### config.mk
export PLATFORM = sky130hd
export DESIGN_NAME = mmu_fault_recorder
export DESIGN_NICKNAME = d
export VERILOG_FILES = /design/src/rtl/fsr_pkg.sv /design/src/rtl/fsr_compose.sv /design/src/rtl/fsr_side.sv /design/src/rtl/mmu_fault_recorder.sv
export SDC_FILE = /design/constraint.sdc
export NUM_CORES = 1
export LEC_CHECK = 0
export ABC_AREA = 1
export ABC_CLOCK_PERIOD_IN_PS = 1200
export BUFFER_PORTS_ARGS = -buffer_cell sky130_fd_sc_hd__buf_2
export CAP_MARGIN = 10
export CORE_ASPECT_RATIO = 1.4
export CORE_MARGIN = 1
export CORE_UTILIZATION = 46
export DETAILED_ROUTE_END_ITERATION = 6
export PLACE_DENSITY = 0.8
export RECOVER_POWER = 100
export REMOVE_ABC_BUFFERS = 1
export SLEW_MARGIN = 20
export SYNTH_ARGS = -nofsm -noshare
export SYNTH_HDL_FRONTEND = slang
export SYNTH_SLANG_ARGS = --single-unit
### constraint.sdc
create_clock -name clk_i -period 1.2 [get_ports clk_i]
set_clock_uncertainty 0.15 [all_clocks]
set_input_delay 0.12 -clock clk_i [delete_from_list [all_inputs] [get_ports clk_i]]
set_output_delay 0.12 -clock clk_i [all_outputs]
set_load 0.005 [all_outputs]
### src/rtl/fsr_pkg.sv
package fsr_pkg;
  localparam int ASI_W     = 8;
  localparam int CTX_W     = 2;
  localparam int BIT_VALID = 0;
  localparam int BIT_OVF   = 1;
  localparam int BIT_WR    = 2;
  localparam int CTX_LSB   = 4;
  localparam int BIT_SE    = 6;
  localparam int FT_LSB    = 7;
  localparam int ASI_LSB   = 16;
  localparam int FT_MAX_W  = ASI_LSB - FT_LSB;
  localparam int STATUS_W  = ASI_LSB + ASI_W;

  typedef enum logic [CTX_W-1:0] {
    CTX_PRIMARY   = 2'd0,
    CTX_SECONDARY = 2'd1,
    CTX_NUCLEUS   = 2'd2
  } ctx_e;

  typedef enum logic [1:0] {
    SW_ISTAT = 2'd0,
    SW_DSTAT = 2'd1,
    SW_DADDR = 2'd2,
    SW_NONE  = 2'd3
  } sw_sel_e;

  typedef struct packed {
    logic                write;
    ctx_e                ctx;
    logic                side_eff;
    logic [FT_MAX_W-1:0] ftype;
    logic [ASI_W-1:0]    asi;
  } fault_rec_t;
endpackage

### src/rtl/fsr_compose.sv
module fsr_compose
  import fsr_pkg::*;
(
  input  fault_rec_t          rec_i,
  input  logic                prev_valid_i,
  output logic [STATUS_W-1:0] word_o
);
  // fresh word each time; only the overflow bit looks at the old contents
  always_comb begin
    word_o                      = '0;
    word_o[BIT_VALID]           = 1'b1;
    word_o[BIT_OVF]             = prev_valid_i;
    word_o[BIT_WR]              = rec_i.write;
    word_o[CTX_LSB +: CTX_W]    = rec_i.ctx;
    word_o[BIT_SE]              = rec_i.side_eff;
    word_o[FT_LSB +: FT_MAX_W]  = rec_i.ftype;
    word_o[ASI_LSB +: ASI_W]    = rec_i.asi;
  end
endmodule

### src/rtl/fsr_side.sv
module fsr_side
  import fsr_pkg::*;
#(
  parameter bit HAS_VA = 1'b1,
  parameter int VA_W   = 48
) (
  input  logic                clk_i,
  input  logic                rst_ni,
  input  logic                flt_i,
  input  fault_rec_t          rec_i,
  input  logic [VA_W-1:0]     va_i,
  input  logic                st_we_i,
  input  logic                va_we_i,
  input  logic [VA_W-1:0]     wdata_i,
  output logic [STATUS_W-1:0] status_o,
  output logic [VA_W-1:0]     va_o
);
  logic [STATUS_W-1:0] status_q;
  logic [STATUS_W-1:0] new_word;

  fsr_compose u_compose (
    .rec_i        (rec_i),
    .prev_valid_i (status_q[BIT_VALID]),
    .word_o       (new_word)
  );

  // fault report outranks a software write
  always_ff @(posedge clk_i or negedge rst_ni) begin
    if (!rst_ni)      status_q <= '0;
    else if (flt_i)   status_q <= new_word;
    else if (st_we_i) status_q <= wdata_i[STATUS_W-1:0];
  end

  assign status_o = status_q;

  if (HAS_VA) begin : g_va
    logic [VA_W-1:0] va_q;
    always_ff @(posedge clk_i or negedge rst_ni) begin
      if (!rst_ni)      va_q <= '0;
      else if (flt_i)   va_q <= va_i;
      else if (va_we_i) va_q <= wdata_i;
    end
    assign va_o = va_q;
  end else begin : g_no_va
    logic unused_va;
    assign unused_va = ^{va_i, va_we_i};
    assign va_o      = '0;
  end
endmodule

### src/rtl/mmu_fault_recorder.sv
module mmu_fault_recorder
  import fsr_pkg::*;
#(
  parameter int VA_W = 48,
  parameter int FT_W = 7
) (
  input  logic                         clk_i,
  input  logic                         rst_ni,
  input  logic                         if_valid_i,
  input  logic                         if_write_i,
  input  logic [1:0]                   if_ctx_i,
  input  logic                         if_se_i,
  input  logic [FT_W-1:0]              if_type_i,
  input  logic [7:0]                   if_asi_i,
  input  logic                         df_valid_i,
  input  logic                         df_write_i,
  input  logic [1:0]                   df_ctx_i,
  input  logic                         df_se_i,
  input  logic [FT_W-1:0]              df_type_i,
  input  logic [7:0]                   df_asi_i,
  input  logic [VA_W-1:0]              df_va_i,
  input  logic                         sw_we_i,
  input  logic [1:0]                   sw_addr_i,
  input  logic [VA_W-1:0]              sw_wdata_i,
  output logic [VA_W-1:0]              sw_rdata_o,
  output logic [fsr_pkg::STATUS_W-1:0] i_status_o,
  output logic [fsr_pkg::STATUS_W-1:0] d_status_o,
  output logic [VA_W-1:0]              d_addr_o
);
  fault_rec_t i_rec, d_rec;
  sw_sel_e    sel;
  logic [VA_W-1:0] i_va_unused;

  assign sel = sw_sel_e'(sw_addr_i);

  always_comb begin
    i_rec                   = '0;
    i_rec.write             = if_write_i;
    i_rec.ctx               = ctx_e'(if_ctx_i);
    i_rec.side_eff          = if_se_i;
    i_rec.ftype[FT_W-1:0]   = if_type_i;
    i_rec.asi               = if_asi_i;
    d_rec                   = '0;
    d_rec.write             = df_write_i;
    d_rec.ctx               = ctx_e'(df_ctx_i);
    d_rec.side_eff          = df_se_i;
    d_rec.ftype[FT_W-1:0]   = df_type_i;
    d_rec.asi               = df_asi_i;
  end

  fsr_side #(.HAS_VA(1'b0), .VA_W(VA_W)) u_iside (
    .clk_i    (clk_i),
    .rst_ni   (rst_ni),
    .flt_i    (if_valid_i),
    .rec_i    (i_rec),
    .va_i     ('0),
    .st_we_i  (sw_we_i && sel == SW_ISTAT),
    .va_we_i  (1'b0),
    .wdata_i  (sw_wdata_i),
    .status_o (i_status_o),
    .va_o     (i_va_unused)
  );

  fsr_side #(.HAS_VA(1'b1), .VA_W(VA_W)) u_dside (
    .clk_i    (clk_i),
    .rst_ni   (rst_ni),
    .flt_i    (df_valid_i),
    .rec_i    (d_rec),
    .va_i     (df_va_i),
    .st_we_i  (sw_we_i && sel == SW_DSTAT),
    .va_we_i  (sw_we_i && sel == SW_DADDR),
    .wdata_i  (sw_wdata_i),
    .status_o (d_status_o),
    .va_o     (d_addr_o)
  );

  always_comb begin
    sw_rdata_o = '0;
    unique case (sel)
      SW_ISTAT: sw_rdata_o[STATUS_W-1:0] = i_status_o;
      SW_DSTAT: sw_rdata_o[STATUS_W-1:0] = d_status_o;
      SW_DADDR: sw_rdata_o               = d_addr_o;
      default:  sw_rdata_o               = '0;
    endcase
  end
endmodule

### Word level (Yosys, flattened, before mapping)

Index checks and enable logic that the tools add are counted.

| storage, ports and cells | value |
|---|---|
| flip-flop bits (word level) | 96 |
| bits of input ports | 141 |
| output and inout bits | 144 |
| logic and storage cells | 20 |

| operators by class | value |
|---|---|
| eq/ne operators | 2 |
| muxes and demuxes | 8 |
| reductions and logical operators | 7 |

Operators with widths:

| kind | count |
|---|---|
| 24-bit 2-to-1 mux | 5 |
| 48-bit 2-to-1 mux | 2 |
| 24-bit one-hot mux with 3 select lines | 1 |
| 2-bit nonzero test | 3 |
| 1-bit logical AND | 3 |
| 2-bit by 1-bit equality test with 1-bit output (second input constant) | 1 |
| 2-bit equality test (second input constant) | 1 |
| 2-bit logical NOT | 1 |

### Logic depth before layout (Yosys ltp)

Gate-level depths: netlist of run 1.

| depth | value |
|---|---|
| depth in word-level cells | 4 |
| mapped depth | 7 |
| depth with buffers taken out | 5 |

### Hierarchy

From an unflattened synthesis of run 1, not the netlist that was laid out.

| unflattened totals | value |
|---|---|
| cell total of the unflattened synthesis | 793 |
| area total of the unflattened synthesis | 5850.6 sq um |

Modules (own cells, without submodules):

| module | times used | cells an instance | area each (sq um) | sequential area each (sq um) |
|---|---|---|---|---|
| fsr_side at u_dside | 1 | 393 | 3206.8 | 1801.7 |
| fsr_side at u_iside | 1 | 181 | 1497.7 | 600.6 |
| mmu_fault_recorder | 1 | 167 | 770.7 | 0.0 |
| fsr_compose | 2 | 26 | 187.7 | 0.0 |

### Least setup slack after synthesis of run 1

No wires, ideal clock.

| timing | value |
|---|---|
| path kind | input-to-reg |
| from | input sw_we_i |
| to | register u_dside.g_va.va_q[27] (netlist: u_dside.va_o[27]) |
| setup time | 0.116 ns |
| arrival | 0.814 ns |
| required time | 0.934 ns |
| slack | 0.119 ns |
| stages | 6 |
| path buffers | 3 |
| path through | buf_2 nand3_2 buf_6 buf_4 nand3_1 nand2_1 |

| on the way | value |
|---|---|
| word-level cells in the longest chain between the ends | 2 |

Ends and longest elaborated chain:

| what | line | text |
|---|---|---|
| from (decl) | mmu_fault_recorder.sv:22 | `input logic sw_we_i,` |
| 1-bit logical AND | mmu_fault_recorder.sv:71 | `.va_we_i (sw_we_i && sel == SW_DADDR),` |
| 2-bit nonzero test (no line) | n/a |  |
| to (signal assigned) | fsr_side.sv:40 | `else if (flt_i) va_q <= va_i;` |
| to (signal assigned) | fsr_side.sv:41 | `else if (va_we_i) va_q <= wdata_i;` |
| to (decl) | fsr_side.sv:37 | `logic [VA_W-1:0] va_q;` |

No other way between the ends.
A chain may end at the register's enable or synchronous reset.

### Worst setup path after layout of run 1

| timing | value |
|---|---|
| from | register u_dside.g_va.va_q[12] (netlist: u_dside.va_o[12]) |
| to | output sw_rdata_o[12] |

| on the way | value |
|---|---|
| word-level cells in the longest chain between the ends | 1 |

Ends and longest elaborated chain:

| what | line | text |
|---|---|---|
| 24-bit one-hot mux with 3 select lines | mmu_fault_recorder.sv:79 | `unique case (sel)` |
| to (decl) | mmu_fault_recorder.sv:25 | `output logic [VA_W-1:0] sw_rdata_o,` |

No other way between the ends.

==> run_summary.xml, run 1 <==
<?xml version="1.0" encoding="UTF-8"?>
<metrics>
  <group name="floorplanning">
    <metric name="floorplan.die_area" unit="sq um">12400</metric>
    <metric name="num_rows" unit="">47</metric>
    <metric name="boundaryPins" unit="">285</metric>
    <metric name="fp.dieH" unit="um">132</metric>
    <metric name="die_x" unit="um">94.6</metric>
    <metric name="initial_utilization" unit="%">46.9</metric>
    <metric name="core" unit="sq um">11800</metric>
  </group>
  <group name="synthesis">
    <metric name="netlist-cell-type-count" unit="">15</metric>
    <metric name="avgSynthCellArea" unit="sq um">6.53</metric>
    <metric name="synthCells" unit="">845</metric>
    <metric name="sequential_cell_area_fraction_in_the_yosys_report" unit="%">43.5</metric>
    <metric name="number_of_storage_elements_in_the_synthesis_netlist" unit="">96</metric>
    <metric name="yosys_warnings" unit="">0</metric>
    <metric name="mappedNetlistArea" unit="sq um">5520</metric>
  </group>
  <group name="hold_path">
    <metric name="hold_start" unit="">df_valid_i</metric>
    <metric name="min_path_cells" unit="">5</metric>
    <metric name="worstHoldEndpoint" unit="">u_dside.status_o[4]</metric>
    <metric name="hold_class" unit="">in2reg</metric>
  </group>
  <group name="drt">
    <metric name="detailroute.via_count" unit="">8515</metric>
    <metric name="ant_nets" unit="">0</metric>
    <metric name="finalWirelength" unit="um">29400</metric>
    <metric name="post_drt_wl_per_cell" unit="um">19.7</metric>
    <metric name="detail_route.iter0.violations" unit="">909</metric>
    <metric name="first_pass_iters" unit="">7</metric>
    <metric name="viasPerCell" unit="">5.71</metric>
    <metric name="remaining_drc_errors" unit="">1</metric>
  </group>
  <group name="place">
    <metric name="placed_area" unit="sq um">7340</metric>
    <metric name="placed_cells" unit="">1257</metric>
    <metric name="port_buffers" unit="">284</metric>
    <metric name="finalWeightedCongestion" unit="">0.832</metric>
    <metric name="dp_slack" unit="ns">-0.0588</metric>
    <metric name="dp_hpwl" unit="um">13200</metric>
  </group>
  <group name="job">
    <metric name="cap_viol_max_count" unit="">0</metric>
  </group>
  <group name="finish">
    <metric name="num-nets-final" unit="">1481</metric>
    <metric name="final_cell_count_no_fill" unit="">1492</metric>
    <metric name="finish.instance_area" unit="sq um">9940</metric>
    <metric name="drive_above_1_share" unit="%">33.9</metric>
    <metric name="area_growth_syn_to_layout" unit="%">80.2</metric>
    <metric name="final.fill_count" unit="">592</metric>
  </group>
  <group name="run_status">
    <metric name="run_status" unit="">finished, violations left</metric>
    <metric name="failed_checks" unit="">design-rule violations, negative setup slack</metric>
  </group>
  <group name="setup_path">
    <metric name="r2r_slack" unit="ns">0.03</metric>
    <metric name="critPathCaptureType" unit="">output pin</metric>
    <metric name="worst_r2r_endpoint" unit="">u_iside.status_o[14]</metric>
    <metric name="regToRegStartpoint" unit="">u_iside.status_o[14]</metric>
    <metric name="startpoint_type_of_the_worst_setup_path" unit="">register</metric>
    <metric name="worst-endpoint-arrival" unit="ns">1.44</metric>
    <metric name="path_max_fanout" unit="">3</metric>
    <metric name="worstPathRequired" unit="ns">0.93</metric>
    <metric name="worstRegToRegCells" unit="">4</metric>
    <metric name="worstSetupPathType" unit="">reg2out</metric>
  </group>
  <group name="sta">
    <metric name="timing.final.hold_violations" unit="">0</metric>
    <metric name="setup_viol" unit="">73</metric>
    <metric name="final_cycle_utilization_of_the_critical_path" unit="%">142</metric>
    <metric name="final_period_minus_worst_setup_slack" unit="ns">1.71</metric>
    <metric name="timing.fmax" unit="GHz">0.586</metric>
    <metric name="grt_setup_unrepaired" unit="">yes</metric>
    <metric name="slew_at_the_pin_closest_to_its_max_slew_limit" unit="ns">0.420</metric>
    <metric name="worst_setup_slack_after_layout" unit="ns">-0.508</metric>
    <metric name="final-max-slew-violation-count" unit="">0</metric>
    <metric name="slew-limit-headroom" unit="%">72.0</metric>
    <metric name="whs" unit="ns">0.0232</metric>
  </group>
  <group name="cts">
    <metric name="cts_inserted_buffers" unit="">9</metric>
    <metric name="clock_path_buffers" unit="">2</metric>
    <metric name="cts.root.buffer_cell" unit="">clkbuf_16</metric>
    <metric name="source_to_sink_clock_delay_at_the_later_pin_of_the_worst_skew_pair" unit="ns">0.33</metric>
    <metric name="clock_tree.htree_level_count" unit="">3</metric>
    <metric name="tritoncts_clock_tree" unit="">yes</metric>
    <metric name="cts.sink_count" unit="">96</metric>
    <metric name="cts.clk_slew.worst_paths" unit="ns">0.07</metric>
  </group>
  <group name="global_routing">
    <metric name="grt_pass1_vias" unit="">7896</metric>
    <metric name="grt_antenna_before_repair" unit="">3</metric>
    <metric name="grt_overflow" unit="">0</metric>
    <metric name="track_usage" unit="%">42.1</metric>
    <metric name="global_route_wire_length_before_repair" unit="um">39800</metric>
    <metric name="grt_start_max_net_pins" unit="">48</metric>
  </group>
  <group name="power">
    <metric name="vdd.ir_drop.worst" unit="uV">705</metric>
    <metric name="power_per_cell_area" unit="nW/um^2">1080</metric>
    <metric name="total_leakage_power" unit="nW">5.83</metric>
    <metric name="report.power.total" unit="mW">10.7</metric>
  </group>
</metrics>
routing by layer:
metal	global-route usage, %	vias up	share of wire, %
li1	-	3594	-
met3	12.5	276	13
met5	0	-	0
met1	45.1	3809	32
met4	29.4	0	8.7
met2	69.4	836	47
through the flow:
| stage | util [%] | setup TNS (ns) |
|---|---|---|
| floorplan | - | -85.14 |
| global placement | 62.4 | -0.157 |
| detailed placement | 62.4 | -2.13 |
| CTS | 80.4 | -2.63 |
| global route | 84.5 | -11.02 |
| finish | 84.5 | -7.11 |
synth_stat cells (all sizes together):
cell type	instances	area share [%]
nor2	27	2.2
inv	30	2.0
nand4	6	0.68
nand2	506	35
buf	43	4.7
nand3	122	11
clkbuf	14	0.95
dfrtp	96	44
o21ai	1	0.091
flip-flops by register name, summed over array words and instances (netlist names):
register	count
u_dside.status_o	24
u_dside.va_o	48
u_iside.status_o	24
where the power goes:
group	switching, mW	leakage, nW	internal, mW
logic	1.69	4.47	1.76
clock network	1.22	0.168	2.13
registers	0.351	1.19	3.59
final cells by class:
| cell class | count | area (sq um) | area share, % |
|---|---|---|---|
| clock inverter | 3 | 90.1 | 0.906 |
| sequential | 96 | 2410 | 24.2 |
| antenna | 2 | 5.00 | 0.0504 |
| inverter | 30 | 115 | 1.16 |
| multi-input combinational | 662 | 2760 | 27.7 |
| timing repair buffer | 541 | 4130 | 41.5 |
| tap | 147 | 184 | 1.85 |
| clock buffer | 11 | 253 | 2.54 |
worst max path at each step:
stage	start	endpoint
3_3_place_gp	sw_addr_i[1]	sw_rdata_o[45]
4_1_cts	u_dside.va_o[16]	sw_rdata_o[16]
6_report	u_dside.va_o[12]	sw_rdata_o[12]
2_1_floorplan	df_valid_i	u_dside.va_o[0]
5_1_grt	u_dside.va_o[12]	sw_rdata_o[12]
3_5_place_dp	sw_addr_i[1]	sw_rdata_o[35]
logic make-up after synthesis:
group                  count (synthesis)  synth area share (%)
flip-flops                            96                  43.5
AND/OR/NAND/NOR                      661                  48.7
AO/OA/AOI/OAI                          1                0.0906
buffers and inverters                 87                  7.67
timing repair:
item | 4_1_cts | 5_1_grt
endpoints found under the hold margin | 192 | 0
setup buffers | 41 | 42
gates cloned | 1 | 0
pin swaps | 92 | 26
endpoints found under the setup margin | 48 | 73
hold buffers | 135 | 0
gates resized for setup | 18 | 54
placed cells by master (no fill, tap or decap), types with 9 or more instances in the layout:
master	count
nand2_1	500
buf_2	258
dlygate4sd3_1	135
nand3_1	114
dfrtp_1	93
buf_4	83
buf_6	40
inv_1	19
buf_12	17
nor2_1	16
inv_2	9
clkbuf_16	9
critical path: stages, from the launching register on:
cell     delay [ns]
dfrtp_1        0.45
nand2_1        0.24
nand3_2        0.22
buf_2          0.18
Note: power is estimated with default switching activity, not from simulation.
==> run 2, diff against run 1 <==
- PLACE_DENSITY: 0.8 -> 0.82
- SETUP_SLACK_MARGIN: not set -> 0.2
==> run_summary.xml, run 2 <==
<?xml version="1.0" encoding="UTF-8"?>
<metrics>
  <group name="synthesis">
    <metric name="mappedNetlistArea" unit="sq um">5520</metric>
    <metric name="synth_area_leader_cell" unit="">dfrtp_1</metric>
    <metric name="avgSynthCellArea" unit="sq um">6.53</metric>
    <metric name="main_combinational_cell_family_by_area_after_synthesis" unit="">simple AND/OR/NAND/NOR gates</metric>
    <metric name="post_synth_mux_area_share" unit="%">0</metric>
    <metric name="synth_flop_type" unit="">dfrtp_1</metric>
    <metric name="post-synth-top-count-cell" unit="">nand2_1</metric>
    <metric name="synthXorXnorAreaFrac" unit="%">0</metric>
    <metric name="synth_simple_gate_area_share" unit="%">48.7</metric>
    <metric name="synthAdderAreaFrac" unit="%">0</metric>
    <metric name="synth-async-reset-ratio" unit="%">100</metric>
    <metric name="synthTopCellsByCount" unit="">nand2_1, nand3_1, dfrtp_1</metric>
    <metric name="post_synth_main_area_contributors" unit="">dfrtp_1, nand2_1, nand3_1, buf_2, inv_1</metric>
    <metric name="synth-edff-count" unit="">0</metric>
    <metric name="synthDominantCellAreaShare" unit="%">43.5</metric>
    <metric name="sequential_cell_area_fraction_in_the_yosys_report" unit="%">43.5</metric>
    <metric name="yosys_warnings" unit="">0</metric>
    <metric name="synthCells" unit="">845</metric>
    <metric name="synth_compound_gate_area_share" unit="%">0.0907</metric>
    <metric name="number_of_storage_elements_in_the_synthesis_netlist" unit="">96</metric>
    <metric name="netlist-cell-type-count" unit="">15</metric>
  </group>
  <group name="floorplanning">
    <metric name="num_rows" unit="">47</metric>
    <metric name="fp.dieH" unit="um">132</metric>
    <metric name="boundaryPins" unit="">285</metric>
    <metric name="die_x" unit="um">94.6</metric>
    <metric name="initial_utilization" unit="%">46.9</metric>
  </group>
  <group name="global_routing">
    <metric name="grt_overflow" unit="">6</metric>
    <metric name="track_usage" unit="%">74.7</metric>
    <metric name="grt_antenna_before_repair" unit="">8</metric>
    <metric name="grt_start_max_net_pins" unit="">49</metric>
  </group>
  <group name="cts">
    <metric name="cts.root.buffer_cell" unit="">clkbuf_16</metric>
    <metric name="cts.sink_count" unit="">96</metric>
    <metric name="clock_tree.htree_level_count" unit="">3</metric>
    <metric name="cts_inserted_buffers" unit="">9</metric>
    <metric name="clock_path_buffers" unit="">2</metric>
  </group>
  <group name="run_status">
    <metric name="stop_stage" unit="">5_1_grt</metric>
    <metric name="run.stop_error" unit="">[ERROR GRT-0232] Routing congestion too high. Check the congestion heatmap in the GUI.</metric>
    <metric name="run_status" unit="">did not finish</metric>
  </group>
  <group name="place">
    <metric name="placed_area" unit="sq um">7310</metric>
    <metric name="port_buffers" unit="">284</metric>
    <metric name="dp_hpwl" unit="um">13700</metric>
    <metric name="finalWeightedCongestion" unit="">0.852</metric>
  </group>
  <group name="sta">
    <metric name="grt-worst-endpoint" unit="">sw_rdata_o[15]</metric>
    <metric name="worst_endpoint_kind" unit="">primary output</metric>
  </group>
</metrics>
==> run 2: cell counts after synthesis <==
Identical to the previous run, type by type.
==> run 2: per-stage QoR <==
stage / hold slack [ns] / std cells / utilization [%] / worst slack, ns
after floorplan: -0.326 / 788 / - / -1.06
after global placement: -0.151 / 1261 / 62.1 / -0.0477
after CTS: 0.0497 / 1462 / 80.3 / -0.111
after detailed placement: -0.150 / 1261 / 62.1 / -0.112
==> run 2: timing repair <==
item / CTS
setup endpoints to repair: 144
endpoints found under the hold margin: 192
hold buffers: 136
buffers inserted: 49
resized for setup: 30
pin swaps: 95
==> run 2: logic make-up after synthesis <==
group / Yosys count
AOI/OAI and AO/OA: 1
and+or+nand+nor: 661
buffers and inverters: 87
DFF: 96
==> run 2: layer usage <==
metal | track usage [%] | GRT overflow
met5 | 14.9 | 0
met4 | 65.8 | 2
met3 | 63.0 | 0
met2 | 89.3 | 4
met1 | 77.7 | 0
==> run 3, diff against run 2 <==
- CORE_ASPECT_RATIO: 1.4 -> not set
- CORE_UTILIZATION: 46 -> 40
- PLACE_DENSITY: 0.82 -> not set
- PLACE_DENSITY_LB_ADDON: not set -> 0.15
- SETUP_SLACK_MARGIN: 0.2 -> not set
==> run_summary.xml, run 3 (same netlist as run 1, synthesis figures left out) <==
<?xml version="1.0" encoding="UTF-8"?>
<metrics>
  <group name="run_status">
    <metric name="run_status" unit="">finished, violations left</metric>
    <metric name="failed_checks" unit="">negative setup slack</metric>
  </group>
  <group name="place">
    <metric name="placed_cells" unit="">1289</metric>
    <metric name="finalWeightedCongestion" unit="">0.820</metric>
    <metric name="port_buffers" unit="">284</metric>
    <metric name="dp_hpwl" unit="um">13900</metric>
  </group>
  <group name="setup_path">
    <metric name="startpoint_type_of_the_worst_setup_path" unit="">register</metric>
    <metric name="worst-endpoint-arrival" unit="ns">1.08</metric>
    <metric name="worstPathRequired" unit="ns">0.93</metric>
    <metric name="timing.critical_path.buf_inv" unit="">1</metric>
    <metric name="path_max_fanout" unit="">3</metric>
    <metric name="critical_path.slowest_cell" unit="">dfrtp_1</metric>
    <metric name="worstSetupPathType" unit="">reg2out</metric>
    <metric name="timing.critical_path.cells" unit="">nand2_1, nand3_1, buf_2</metric>
    <metric name="critPathMaxStageDelay" unit="ns">0.41</metric>
    <metric name="critPathCaptureType" unit="">output pin</metric>
    <metric name="critical_path.top_delay_family" unit="">flip-flops</metric>
  </group>
  <group name="finish">
    <metric name="antenna-diode-count" unit="">0</metric>
    <metric name="largest_register_ffs" unit="">48</metric>
    <metric name="multiInputGateArea" unit="sq um">2700</metric>
    <metric name="utilization" unit="%">72.0</metric>
    <metric name="layout.area.seq" unit="sq um">2400</metric>
    <metric name="final_cell_count_no_fill" unit="">1508</metric>
    <metric name="area_growth_syn_to_layout" unit="%">74.2</metric>
    <metric name="final.fill_count" unit="">1068</metric>
    <metric name="layout.cells.most_common_list" unit="">nand2_1, buf_2, dlygate4sd3_1</metric>
    <metric name="num-nets-final" unit="">1468</metric>
    <metric name="final_common_cell" unit="">nand2_1</metric>
    <metric name="drive_above_1_share" unit="%">28.2</metric>
  </group>
  <group name="job">
    <metric name="cap_viol_max_count" unit="">0</metric>
  </group>
  <group name="cts">
    <metric name="cts.sink_count" unit="">96</metric>
    <metric name="clock_tree.htree_level_count" unit="">3</metric>
    <metric name="source_to_sink_clock_delay_at_the_later_pin_of_the_worst_skew_pair" unit="ns">0.34</metric>
    <metric name="cts_inserted_buffers" unit="">9</metric>
    <metric name="cts.clk_slew.worst_paths" unit="ns">0.07</metric>
    <metric name="cts.root.buffer_cell" unit="">clkbuf_16</metric>
    <metric name="tritoncts_clock_tree" unit="">yes</metric>
    <metric name="clock_path_buffers" unit="">2</metric>
  </group>
  <group name="global_routing">
    <metric name="grt_overflow" unit="">0</metric>
    <metric name="grt_pass1_vias" unit="">7150</metric>
    <metric name="global_route_wire_length_before_repair" unit="um">35500</metric>
    <metric name="grt_start_max_net_pins" unit="">45</metric>
    <metric name="grt_antenna_before_repair" unit="">0</metric>
    <metric name="track_usage" unit="%">31.8</metric>
  </group>
  <group name="floorplanning">
    <metric name="fp.dieH" unit="um">119</metric>
    <metric name="initial_utilization" unit="%">41.3</metric>
    <metric name="core" unit="sq um">13300</metric>
    <metric name="floorplan.die_area" unit="sq um">14300</metric>
    <metric name="die_x" unit="um">119</metric>
    <metric name="num_rows" unit="">42</metric>
    <metric name="boundaryPins" unit="">285</metric>
  </group>
  <group name="drt">
    <metric name="detailroute.via_count" unit="">7539</metric>
    <metric name="detail_route.iter0.violations" unit="">571</metric>
    <metric name="post_drt_wl_per_cell" unit="um">15.3</metric>
    <metric name="finalWirelength" unit="um">23100</metric>
    <metric name="ant_nets" unit="">0</metric>
    <metric name="first_pass_iters" unit="">5</metric>
    <metric name="remaining_drc_errors" unit="">0</metric>
    <metric name="viasPerCell" unit="">5.00</metric>
  </group>
  <group name="power">
    <metric name="vdd.ir_drop.worst" unit="uV">600</metric>
    <metric name="total_leakage_power" unit="nW">5.53</metric>
    <metric name="report.power.total" unit="mW">9.96</metric>
    <metric name="power_per_cell_area" unit="nW/um^2">1040</metric>
  </group>
  <group name="sta">
    <metric name="final_period_minus_worst_setup_slack" unit="ns">1.35</metric>
    <metric name="timing.fmax" unit="GHz">0.743</metric>
    <metric name="final_cycle_utilization_of_the_critical_path" unit="%">112</metric>
    <metric name="final-max-slew-violation-count" unit="">0</metric>
    <metric name="slew-limit-headroom" unit="%">64.4</metric>
    <metric name="worst_setup_slack_after_layout" unit="ns">-0.146</metric>
    <metric name="grt_setup_unrepaired" unit="">yes</metric>
    <metric name="timing.final.hold_violations" unit="">0</metric>
    <metric name="setup_viol" unit="">69</metric>
    <metric name="whs" unit="ns">0.0582</metric>
    <metric name="slew_at_the_pin_closest_to_its_max_slew_limit" unit="ns">0.534</metric>
  </group>
  <group name="hold_path">
    <metric name="hold_class" unit="">in2reg</metric>
  </group>
</metrics>
==> run 3: worst paths after layout <==
| kind | start | end | slack (ns) | cells past startpoint |
|---|---|---|---|---|
| hold reg to reg | u_dside.va_o[3] | u_dside.va_o[3] | 0.38 | 2 |
| hold / removal | df_valid_i | u_dside.status_o[14] | 0.06 | 4 |
| setup / recovery | u_dside.va_o[9] | sw_rdata_o[9] | -0.15 | 3 |
| setup reg to reg | u_iside.status_o[0] | u_iside.status_o[1] | 0.05 | 6 |
| max in group asynchronous | rst_ni | u_iside.status_o[1] | 0.11 | 3 |
| min in group asynchronous | rst_ni | u_iside.status_o[4] | 0.17 | 2 |
==> run 3: per-stage QoR <==
step / setup TNS (ns) / area [sq um] / setup WS [ns]
final: -4.65 / 9610 / -0.146
after detailed placement: -1.70 / 7370 / -0.0899
after floorplan: -85.14 / 5210 / -1.06
after global routing: -7.36 / 9610 / -0.203
after global placement: -0.543 / 7370 / -0.0400
after CTS: -4.03 / 9400 / -0.127
==> run 3: power by group <==
group	leakage (nW)	internal, mW	switching, mW
logic	4.20	1.60	1.41
registers	1.19	3.59	0.320
clock network	0.141	1.73	1.31
==> run 3: cell type report <==
cell class / count / share of cell area, %
clock buffer: 12 / 2.67
clock inverter: 4 / 0.547
inverter: 30 / 1.22
multi-input combinational: 662 / 28.1
sequential: 96 / 25.0
tap: 176 / 2.29
timing repair buffer: 528 / 40.2
==> run 3: per-layer routing <==
metal	track usage, %	vias up	part of all wire [%]
li1	-	3568	-
met1	37.1	3476	39
met2	56.3	428	50
met3	5.56	67	7.8
met4	15.5	0	3.4
met5	0	-	0
==> run 3: what timing repair did <==
item / in CTS / in global routing
endpoints found under the setup margin: 52 / 70
buffers inserted: 40 / 26
hold buffers: 137 / 0
pin swaps: 90 / 22
hold endpoints to repair: 192 / 0
gates resized for setup: 8 / 27
==> run 3: worst register-to-register path, stage by stage (launching register included) <==
cell	delay [ns]
dfrtp_1	0.42
buf_4	0.15
buf_4	0.12
nand2_1	0.05
nand2_1	0.05
nand2_1	0.06
nand2_1	0.05
==> run 4, diff against run 3 <==
- ABC_CLOCK_PERIOD_IN_PS: 1200 -> 1300
- clock period: 1.2 -> 1.3 ns (I/O delays scaled with it)
==> run_summary.xml, run 4 (same netlist as run 1, synthesis figures left out) <==
<?xml version="1.0" encoding="UTF-8"?>
<metrics>
  <group name="finish">
    <metric name="finish.instance_area" unit="sq um">9310</metric>
    <metric name="layout.cells.most_common_list" unit="">nand2_1, buf_2, dlygate4sd3_1</metric>
    <metric name="area_growth_syn_to_layout" unit="%">68.8</metric>
    <metric name="antenna-diode-count" unit="">0</metric>
    <metric name="largest_register_ffs" unit="">48</metric>
    <metric name="final_common_cell" unit="">nand2_1</metric>
    <metric name="drive_above_1_share" unit="%">26.9</metric>
    <metric name="final_cell_count_no_fill" unit="">1487</metric>
    <metric name="num-nets-final" unit="">1447</metric>
  </group>
  <group name="place">
    <metric name="finalWeightedCongestion" unit="">0.811</metric>
    <metric name="port_buffers" unit="">284</metric>
    <metric name="dp_slack" unit="ns">0.0315</metric>
    <metric name="placed_cells" unit="">1281</metric>
    <metric name="dp_hpwl" unit="um">13700</metric>
    <metric name="placed_area" unit="sq um">7240</metric>
  </group>
  <group name="setup_path">
    <metric name="critical_path.slowest_cell" unit="">dfrtp_1</metric>
    <metric name="worstRegToRegCells" unit="">5</metric>
    <metric name="critical_path.top_delay_family" unit="">flip-flops</metric>
    <metric name="worstSetupPathType" unit="">reg2out</metric>
    <metric name="critPathMaxStageDelay" unit="ns">0.41</metric>
    <metric name="cp_num_cells" unit="">3</metric>
    <metric name="startpoint_type_of_the_worst_setup_path" unit="">register</metric>
    <metric name="worstPathRequired" unit="ns">1.02</metric>
    <metric name="critPathCaptureType" unit="">output pin</metric>
    <metric name="path_max_fanout" unit="">3</metric>
    <metric name="timing.critical_path.cells" unit="">nand2_1, nand3_1, buf_2</metric>
    <metric name="worst-endpoint-arrival" unit="ns">1.10</metric>
    <metric name="timing.critical_path.buf_inv" unit="">1</metric>
  </group>
  <group name="cts">
    <metric name="source_to_sink_clock_delay_at_the_later_pin_of_the_worst_skew_pair" unit="ns">0.34</metric>
    <metric name="cts.sink_count" unit="">96</metric>
    <metric name="tritoncts_clock_tree" unit="">yes</metric>
    <metric name="cts.clk_slew.worst_paths" unit="ns">0.07</metric>
    <metric name="cts.root.buffer_cell" unit="">clkbuf_16</metric>
    <metric name="clock_path_buffers" unit="">2</metric>
    <metric name="cts_inserted_buffers" unit="">9</metric>
    <metric name="clock_tree.htree_level_count" unit="">3</metric>
  </group>
  <group name="floorplanning">
    <metric name="boundaryPins" unit="">285</metric>
    <metric name="core" unit="sq um">13300</metric>
    <metric name="floorplan.die_area" unit="sq um">14300</metric>
    <metric name="initial_utilization" unit="%">41.3</metric>
    <metric name="fp.dieH" unit="um">119</metric>
    <metric name="num_rows" unit="">42</metric>
    <metric name="die_x" unit="um">119</metric>
  </group>
  <group name="global_routing">
    <metric name="grt_start_max_net_pins" unit="">74</metric>
    <metric name="global_route_wire_length_before_repair" unit="um">34400</metric>
    <metric name="grt_overflow" unit="">0</metric>
    <metric name="grt_pass1_vias" unit="">6825</metric>
    <metric name="track_usage" unit="%">30.8</metric>
    <metric name="grt_antenna_before_repair" unit="">0</metric>
  </group>
  <group name="drt">
    <metric name="detailroute.via_count" unit="">7294</metric>
    <metric name="remaining_drc_errors" unit="">0</metric>
    <metric name="viasPerCell" unit="">4.91</metric>
    <metric name="first_pass_iters" unit="">5</metric>
    <metric name="ant_nets" unit="">0</metric>
    <metric name="detail_route.iter0.violations" unit="">502</metric>
    <metric name="finalWirelength" unit="um">22500</metric>
    <metric name="post_drt_wl_per_cell" unit="um">15.1</metric>
  </group>
  <group name="sta">
    <metric name="timing.final.hold_violations" unit="">0</metric>
    <metric name="grt_setup_unrepaired" unit="">yes</metric>
    <metric name="final_period_minus_worst_setup_slack" unit="ns">1.38</metric>
    <metric name="final_cycle_utilization_of_the_critical_path" unit="%">106</metric>
    <metric name="setup_tns" unit="ns">-0.256</metric>
    <metric name="slew_at_the_pin_closest_to_its_max_slew_limit" unit="ns">0.683</metric>
    <metric name="final-max-slew-violation-count" unit="">0</metric>
    <metric name="setup_viol" unit="">11</metric>
    <metric name="worst_setup_slack_after_layout" unit="ns">-0.0772</metric>
    <metric name="slew-limit-headroom" unit="%">54.5</metric>
    <metric name="timing.fmax" unit="GHz">0.726</metric>
  </group>
  <group name="hold_path">
    <metric name="min_path_cells" unit="">5</metric>
    <metric name="hold_class" unit="">in2reg</metric>
  </group>
  <group name="power">
    <metric name="report.power.total" unit="mW">8.90</metric>
    <metric name="vdd.ir_drop.worst" unit="uV">540</metric>
    <metric name="total_leakage_power" unit="nW">5.40</metric>
    <metric name="power_per_cell_area" unit="nW/um^2">956</metric>
  </group>
  <group name="job">
    <metric name="cap_viol_max_count" unit="">0</metric>
  </group>
  <group name="run_status">
    <metric name="run_status" unit="">finished, violations left</metric>
    <metric name="failed_checks" unit="">negative setup slack</metric>
  </group>
</metrics>
[run 4: changes by cell type in the layout (fill, tap and decap cells not counted), moves of 2 or more]
| cell | previous run | this run |
|---|---|---|
| buf_12 | 17 | 11 |
| clkbuf_2 | 11 | 16 |
| clkbuf_1 | 46 | 44 |
| clkinvlp_4 | 3 | 0 |
| inv_1 | 23 | 25 |
| clkinv_2 | 0 | 2 |
| buf_6 | 23 | 10 |
| buf_4 | 65 | 52 |
| buf_2 | 218 | 226 |
[run 4: through the flow]
stage,hold WS (ns),utilization [%]
6_report,0.131,69.8
5_1_grt,0.158,69.8
4_1_cts,0.134,67.7
3_5_place_dp,0.0246,54.2
3_3_place_gp,0.0248,54.2
2_1_floorplan,-0.316,-
[run 4: final timing paths]
path,start,endpoint,slack (ns)
worst max-delay path,u_iside.status_o[18],sw_rdata_o[18],-0.08
worst min register to register,u_dside.va_o[34],u_dside.va_o[34],0.39
worst max register to register,u_iside.status_o[0],u_iside.status_o[1],0.27
worst min-delay path,sw_addr_i[1],u_dside.status_o[14],0.13
min in group asynchronous,rst_ni,u_dside.va_o[25],0.40
max in group asynchronous,rst_ni,u_iside.status_o[8],0.12
[run 4: cell type report]
cell class                 count  area, sq um
fill                        1132         4040
multi-input combinational    662         2700
inverter                      30          115
clock inverter                 3         40.0
tap                          176          220
clock buffer                  13          260
timing repair buffer         507         3580
sequential                    96         2400
[run 4: tightest hold or removal path, cell delays in order]
cell and delay, ns:
buf_4 0.14, nor2_4 0.06, buf_12 0.14, nand4_1 0.07, nand2_1 0.04
[run 4: layer usage]
layer  wire, um  vias up  part of all wire (%)  track usage [%]
met5          0        -                     0                0
met4        691        0                   3.1             12.3
met3       1540       58                   6.9             4.26
met2      11300      350                    50             55.4
met1       8950     3358                    40             36.9
li1           -     3528                     -                -
[run 4: report_power, final]
part	internal [mW]	total, mW	switching [mW]
clock	1.59	2.73	1.13
sequential	3.32	3.60	0.288
combinational	1.32	2.57	1.25
total	6.23	8.90	2.67
[run 4: what timing repair did]
item,4_1_cts,5_1_grt
gates cloned,0,1
hold buffers,136,0
pin swaps,33,37
gates resized for setup,0,20
setup endpoints to repair,22,42
buffers inserted,19,34
hold endpoints to repair,192,0
